### config.mk
export PLATFORM = sky130hd
export DESIGN_NAME = kick_watchdog
export DESIGN_NICKNAME = d
export VERILOG_FILES = /design/src/rtl/kwd_pkg.sv /design/src/rtl/kwd_kick_filter.sv /design/src/rtl/kwd_cfg_latch.sv /design/src/rtl/kwd_timer.sv /design/src/rtl/kick_watchdog.sv
export SDC_FILE = /design/constraint.sdc
export NUM_CORES = 1
export LEC_CHECK = 0
export ABC_CLOCK_PERIOD_IN_PS = 3200
export BUFFER_PORTS_ARGS = -buffer_cell sky130_fd_sc_hd__buf_2
export CAP_MARGIN = 25
export CORE_MARGIN = 2
export CORE_UTILIZATION = 63
export CTS_BUF_LIST = sky130_fd_sc_hd__clkbuf_16
export CTS_CLUSTER_SIZE = 28
export DETAILED_ROUTE_END_ITERATION = 16
export PLACE_DENSITY = 0.8
export SLEW_MARGIN = 10
export SYNTH_ARGS = -nofsm -noshare
export SYNTH_HDL_FRONTEND = slang
export SYNTH_SLANG_ARGS = --single-unit
### constraint.sdc
create_clock -name clk -period 3.2 [get_ports clk]
set_clock_uncertainty 0.2 [all_clocks]
set_input_delay 0.64 -clock clk [delete_from_list [all_inputs] [get_ports clk]]
set_output_delay 0.64 -clock clk [all_outputs]
set_load 0.005 [all_outputs]
### src/rtl/kwd_pkg.sv
`timescale 1ns/1ps
package kwd_pkg;
  // Period selector values; the encoding is fixed by the status register.
  typedef enum logic [1:0] {
    SEL_LONG  = 2'b00,
    SEL_MID   = 2'b01,
    SEL_SHORT = 2'b10,
    SEL_OFF   = 2'b11
  } wd_sel_e;
endpackage

### src/rtl/kwd_kick_filter.sv
`timescale 1ns/1ps
module kwd_kick_filter #(
  parameter int SYNC_STAGES = 2,
  parameter int MIN_PULSE   = 20
) (
  input  logic clk,
  input  logic rst_n,
  input  logic kick_in,
  output logic kick_o
);
  localparam int RW = (MIN_PULSE > 1) ? $clog2(MIN_PULSE) : 1;
  localparam logic [RW-1:0] RUN_LAST = RW'(MIN_PULSE - 1);

  logic [SYNC_STAGES-1:0] sync_q, sync_d;
  logic                   sync_lvl;
  logic                   lvl_q, lvl_d;
  logic [RW-1:0]          run_q, run_d;

  assign sync_lvl = sync_q[SYNC_STAGES-1];

  generate
    if (SYNC_STAGES == 1) begin : g_one_stage
      assign sync_d = kick_in;
    end else begin : g_chain
      assign sync_d = {sync_q[SYNC_STAGES-2:0], kick_in};
    end
  endgenerate

  // Width filter: a differing level must persist MIN_PULSE cycles.
  always_comb begin
    lvl_d  = lvl_q;
    run_d  = '0;
    kick_o = 1'b0;
    if (sync_lvl != lvl_q) begin
      if (run_q == RUN_LAST) begin
        lvl_d  = sync_lvl;
        kick_o = ~sync_lvl;
      end else begin
        run_d = run_q + 1'b1;
      end
    end
  end

  always_ff @(posedge clk or negedge rst_n) begin
    if (!rst_n) begin
      sync_q <= '1;
      lvl_q  <= 1'b1;
      run_q  <= '0;
    end else begin
      sync_q <= sync_d;
      lvl_q  <= lvl_d;
      run_q  <= run_d;
    end
  end

  // an accepted kick leaves the filtered line low
  p_kick_low_r3: assert property (@(posedge clk) disable iff (!rst_n)
    kick_o |=> !lvl_q);
  // the filtered level never moves while the synchronized input agrees
  p_level_hold_r4: assert property (@(posedge clk) disable iff (!rst_n)
    (sync_lvl == lvl_q) |=> $stable(lvl_q));
endmodule

### src/rtl/kwd_cfg_latch.sv
`timescale 1ns/1ps
module kwd_cfg_latch
  import kwd_pkg::*;
(
  input  logic       clk,
  input  logic       rst_n,
  input  logic [1:0] cfg_sel_i,
  input  logic       cfg_apply_i,
  output wd_sel_e    sel_o
);
  wd_sel_e sel_q, sel_d;

  always_comb begin
    sel_d = wd_sel_e'(cfg_sel_i);
  end

  always_ff @(posedge clk or negedge rst_n) begin
    if (!rst_n) begin
      sel_q <= SEL_OFF;
    end else if (cfg_apply_i) begin
      sel_q <= sel_d;
    end
  end

  assign sel_o = sel_q;

  // the active setting moves only on an apply strobe
  p_cfg_hold_r5: assert property (@(posedge clk) disable iff (!rst_n)
    !cfg_apply_i |=> $stable(sel_q));
endmodule

### src/rtl/kwd_timer.sv
`timescale 1ns/1ps
module kwd_timer
  import kwd_pkg::*;
#(
  parameter int P_LONG  = 70_000_000,
  parameter int P_MID   = 30_000_000,
  parameter int P_SHORT = 10_000_000
) (
  input  logic    clk,
  input  logic    rst_n,
  input  wd_sel_e sel_i,
  input  logic    kick_i,
  input  logic    hold_i,
  output logic    expire_o
);
  localparam int P_MAX = (P_LONG > P_MID) ? ((P_LONG > P_SHORT) ? P_LONG : P_SHORT)
                                          : ((P_MID > P_SHORT) ? P_MID : P_SHORT);
  localparam int CW = $clog2(P_MAX + 1);

  logic [CW-1:0] cnt_q, cnt_d, last;
  logic          exp_q, exp_d;
  logic          idle;

  always_comb begin
    case (sel_i)
      SEL_LONG:  last = CW'(P_LONG - 1);
      SEL_MID:   last = CW'(P_MID - 1);
      SEL_SHORT: last = CW'(P_SHORT - 1);
      default:   last = '0;
    endcase
  end

  assign idle = hold_i || (sel_i == SEL_OFF);

  always_comb begin
    cnt_d = cnt_q + 1'b1;
    exp_d = 1'b0;
    if (idle || kick_i) begin
      cnt_d = '0;
    end else if (cnt_q >= last) begin
      cnt_d = '0;
      exp_d = 1'b1;
    end
  end

  always_ff @(posedge clk or negedge rst_n) begin
    if (!rst_n) begin
      cnt_q <= '0;
      exp_q <= 1'b0;
    end else begin
      cnt_q <= cnt_d;
      exp_q <= exp_d;
    end
  end

  assign expire_o = exp_q;

  // the timeout pulse lasts one cycle
  p_pulse_single_r2: assert property (@(posedge clk) disable iff (!rst_n)
    exp_q |=> !exp_q);
  // a kick clears the count and suppresses expiry
  p_kick_clear_r3: assert property (@(posedge clk) disable iff (!rst_n)
    kick_i |=> (cnt_q == '0) && !exp_q);
  // hold-off keeps the timer quiet
  p_hold_quiet_r6: assert property (@(posedge clk) disable iff (!rst_n)
    hold_i |=> (cnt_q == '0) && !exp_q);
  // a disabled timer stays at zero without pulses
  p_off_quiet_r7: assert property (@(posedge clk) disable iff (!rst_n)
    (sel_i == SEL_OFF) |=> (cnt_q == '0) && !exp_q);
  // a count beyond the current limit wraps on the next edge
  p_no_overrun_r8: assert property (@(posedge clk) disable iff (!rst_n)
    (cnt_q > last) |=> (cnt_q == '0));
endmodule

### src/rtl/kick_watchdog.sv
`timescale 1ns/1ps
module kick_watchdog
  import kwd_pkg::*;
#(
  parameter int SYNC_STAGES = 2,
  parameter int MIN_PULSE   = 20,
  parameter int P_LONG      = 70_000_000,
  parameter int P_MID       = 30_000_000,
  parameter int P_SHORT     = 10_000_000
) (
  input  logic       clk,
  input  logic       rst_n,
  input  logic       kick_in,
  input  logic [1:0] cfg_sel_i,
  input  logic       cfg_apply_i,
  input  logic       rst_hold_i,
  output logic       timeout_o
);
  logic    kick_acc;
  wd_sel_e sel_act;

  kwd_kick_filter #(
    .SYNC_STAGES (SYNC_STAGES),
    .MIN_PULSE   (MIN_PULSE)
  ) u_filter (
    .clk     (clk),
    .rst_n   (rst_n),
    .kick_in (kick_in),
    .kick_o  (kick_acc)
  );

  kwd_cfg_latch u_cfg (
    .clk         (clk),
    .rst_n       (rst_n),
    .cfg_sel_i   (cfg_sel_i),
    .cfg_apply_i (cfg_apply_i),
    .sel_o       (sel_act)
  );

  kwd_timer #(
    .P_LONG  (P_LONG),
    .P_MID   (P_MID),
    .P_SHORT (P_SHORT)
  ) u_timer (
    .clk      (clk),
    .rst_n    (rst_n),
    .sel_i    (sel_act),
    .kick_i   (kick_acc),
    .hold_i   (rst_hold_i),
    .expire_o (timeout_o)
  );
endmodule

==> impl_results.rst <==
.. list-table::
   :header-rows: 1

   * - Metric
     - Value
   * - Setup violations, final
     - 0
   * - Launch instance of the worst register-to-register path
     - u_cfg.sel_o[0]
   * - Average cell area after synthesis
     - 10.8 um^2
   * - Count of inserted antenna diode cells
     - 0
   * - CTS Sinks
     - 38
   * - Post-synthesis instance total
     - 256
   * - Yosys warns
     - 0
   * - Hold-fix buffer count after cts
     - 0
   * - Final routed wirelength across all metal layers
     - 5700 um
   * - Commonest cells in the synthesized netlist
     - sky130_fd_sc_hd__dfrtp_1, sky130_fd_sc_hd__ha_1, sky130_fd_sc_hd__xnor2_1, sky130_fd_sc_hd__nand2_1, sky130_fd_sc_hd__nor2_1
   * - Worst relative slew slack
     - 44.1%
   * - Worst slack on hold paths
     - 157 ps
   * - Initial cell density of the core
     - 64.4%
   * - Remaining design rule violation count
     - 0
   * - Number of nets produced by synthesis
     - 287
   * - Setup Slack @ Placement
     - 158 ps
   * - Post-synth design cell area
     - 2770 um^2
   * - Critical Path Start
     - u_cfg.sel_o[0]
   * - Number of distinct library cell variants in the gate-level netlist after synthesis
     - 55
   * - LEAKAGE
     - 1.28 nW
   * - Clock slew seen by the registers of the worst setup and hold paths
     - 60 ps
   * - Number of hold-slack violations in the final timing report
     - 0
   * - Startpoint of the worst hold path
     - u_filter.sync_q[0]
   * - Data arrival at the endpoint of the critical path
     - 3000 ps
   * - Final Cycle Share
     - 95.2%
   * - Routed wire per std cell
     - 18.0 um
   * - Root Buffer
     - sky130_fd_sc_hd__clkbuf_16
   * - Most instantiated library cell after synthesis
     - sky130_fd_sc_hd__dfrtp_1
   * - Type of destination of the critical path
     - register
   * - Wire length of the first global-routing pass
     - 9560 um
   * - Count of pins on the block boundary
     - 8
   * - Number of nets still failing antenna checks after routing
     - 0
   * - Setup WS post-layout
     - 154 ps
   * - Die footprint
     - 4940 um^2
   * - Async SR Flop Fraction
     - 100%
   * - Number of port buffers
     - 7
   * - Upper clock frequency limit
     - 328 MHz
   * - Hold Crit Class
     - reg -> reg
   * - Vias in the first global route
     - 2021
   * - Antenna violations before repair
     - 0
   * - Post-placement cell count
     - 307
   * - Area share of the largest cell type after synthesis
     - 29.9%
   * - Number of rows created at floorplan
     - 24
   * - Clock Latency Late Sink
     - 280 ps
   * - Via Count
     - 1999
   * - Post-synth EDFFs
     - 0
   * - Number of H-tree branching levels
     - 2
   * - Startpoint class of the critical path
     - register
   * - Number of vias per cell after detailed routing
     - 6.33
   * - Dominant cell type by area after synthesis
     - sky130_fd_sc_hd__dfrtp_1
   * - CTS Buffer Depth
     - 2
   * - Final weighted congestion in routability-driven placement
     - 0.866
   * - Setup repair after global routing missed its margin
     - no
   * - Area contributors post-synth
     - sky130_fd_sc_hd__dfrtp_1, sky130_fd_sc_hd__ha_1, sky130_fd_sc_hd__xnor2_1
   * - DRC violation total after the first TritonRoute iteration
     - 117
   * - Sequential area share after synthesis
     - 34.6%
   * - Floorplan Core Area
     - 4290 um^2
   * - Critical path class
     - reg -> reg
   * - Setup TNS after final layout
     - 0 ps
   * - Die height
     - 70.3 um
   * - Final-stage net count
     - 294
   * - Area used by sequential logic in the layout
     - 957 um^2
   * - Die Span X
     - 70.3 um
   * - Maximum number of pins on one net before global-route repair
     - 39
   * - Total half-perimeter wirelength after legalization and detailed placement
     - 3890 um
   * - PnR Total Power
     - 0.00111 W
   * - Total routing resource utilization after global routing
     - 24.7%
   * - Number of standard cells in the final layout excluding fillers
     - 316
   * - Required @ worst endpoint
     - 3150 ps
   * - Footprint of the multi-input gates
     - 1690 um^2
   * - Peak VDD IR
     - 240 uV
   * - Final Max Slew Viols
     - 0
   * - Crit path max fanout
     - 13
   * - Pwr Density
     - 375 nW/um^2
   * - Area growth from synthesis to layout
     - 6.61%
   * - Total iterations of the first detailed-routing run
     - 4
   * - Clock tree from TritonCTS
     - yes
   * - Filler Cell Count
     - 329
   * - Global-route congestion overflow total
     - 0
   * - Fin crit period
     - 3050 ps
   * - Fraction of layout instances using a drive strength above 1
     - 24.2%
   * - Number of synthesized register bits
     - 38
   * - Maximum Capacitance Violations
     - 0
   * - Run status
     - finished, final reports clean
   * - Number of buffers created by CTS
     - 5
   * - Actual transition at the worst max-transition pin
     - 838 ps
   * - Prevailing post-synth register cell
     - sky130_fd_sc_hd__dfrtp_1
[stage by stage]
stage / utilization [%] / area (um^2)
after floorplan: - / 2770
after global routing: 68.6 / 2950
after CTS: 68.1 / 2920
after global placement: 64.8 / 2780
after detailed placement: 64.8 / 2780
final: 68.6 / 2950
[timing repair]
action / CTS / global route
buffers inserted: 0 / 0
endpoints found under the setup margin: 0 / 2
gates resized for setup: 0 / 3
[registers in the layout (all words and copies together) (netlist names)]
register          cells
u_timer.cnt_q        27
u_filter.run_q        5
u_cfg.sel_o           2
u_filter.sync_q       2
u_filter.lvl_q        1
u_timer.expire_o      1
[layer usage]
metal  track usage [%]  wire length (um)  vias up
met5                 0                 0        -
met4              7.48                82        0
met3              4.91               298        9
met2              37.7              2720       52
met1              35.7              2600      982
li1                  -                 -      956
[layout by cell type, fill, tap and decap left out, drive strengths merged, types with 9 or more instances in the layout]
cell	Yosys	final
nor2	14	14
inv	13	15
nor3	17	17
nor4	23	23
xnor2	18	18
xor2	12	12
buf	10	9
nand4	9	9
dfrtp	33	33
ha	24	24
nand2	17	17
nand3	11	11
[layout make-up]
class / instances / area share (%)
multi-input combinational: 196 / 57.2
inverter: 13 / 1.66
clock inverter: 3 / 0.509
clock buffer: 5 / 4.24
timing repair buffer: 9 / 1.70
tap: 52 / 2.21
sequential: 38 / 32.5
[cell families after synthesis]
group           after synthesis  share of synthesized area [%]
xor+xnor                     30                           9.50
fa+ha+maj                    24                           10.9
compound gates               25                           7.96
buf+inv                      23                           5.29
simple gates                114                           31.0
mux                           2                          0.769
flops                        38                           34.6
[path summary, 6_finish.rpt]
check / endpoint / cells after the start / slack [ps]
setup / recovery: u_timer.cnt_q[4] / 9 / 150
hold / removal: u_filter.sync_q[1] / 0 / 160
setup reg to reg: u_timer.cnt_q[4] / 9 / 150
hold reg to reg: u_filter.sync_q[1] / 0 / 160
max in group asynchronous: u_timer.cnt_q[17] / 1 / 2010
min in group asynchronous: u_filter.run_q[2] / 1 / 260
[where the power goes]
| group | total [W] | internal [W] | switching (W) |
|---|---|---|---|
| Clock | 0.000471 | 0.000283 | 0.000189 |
| Combinational | 0.000127 | 0.0000468 | 0.0000800 |
| Sequential | 0.000507 | 0.000494 | 0.0000138 |
[critical path, cell delays in order, from the launching register on]
cell and delay [ps]:
sky130_fd_sc_hd__dfstp_2 590, sky130_fd_sc_hd__inv_1 100, sky130_fd_sc_hd__ha_1 290, sky130_fd_sc_hd__inv_1 70
sky130_fd_sc_hd__ha_1 320, sky130_fd_sc_hd__nand4b_4 100, sky130_fd_sc_hd__or4_1 560, sky130_fd_sc_hd__nor3_2 290
sky130_fd_sc_hd__a22o_4 300, sky130_fd_sc_hd__nor4_1 80
No activity file was read; power rests on OpenSTA's default activity.
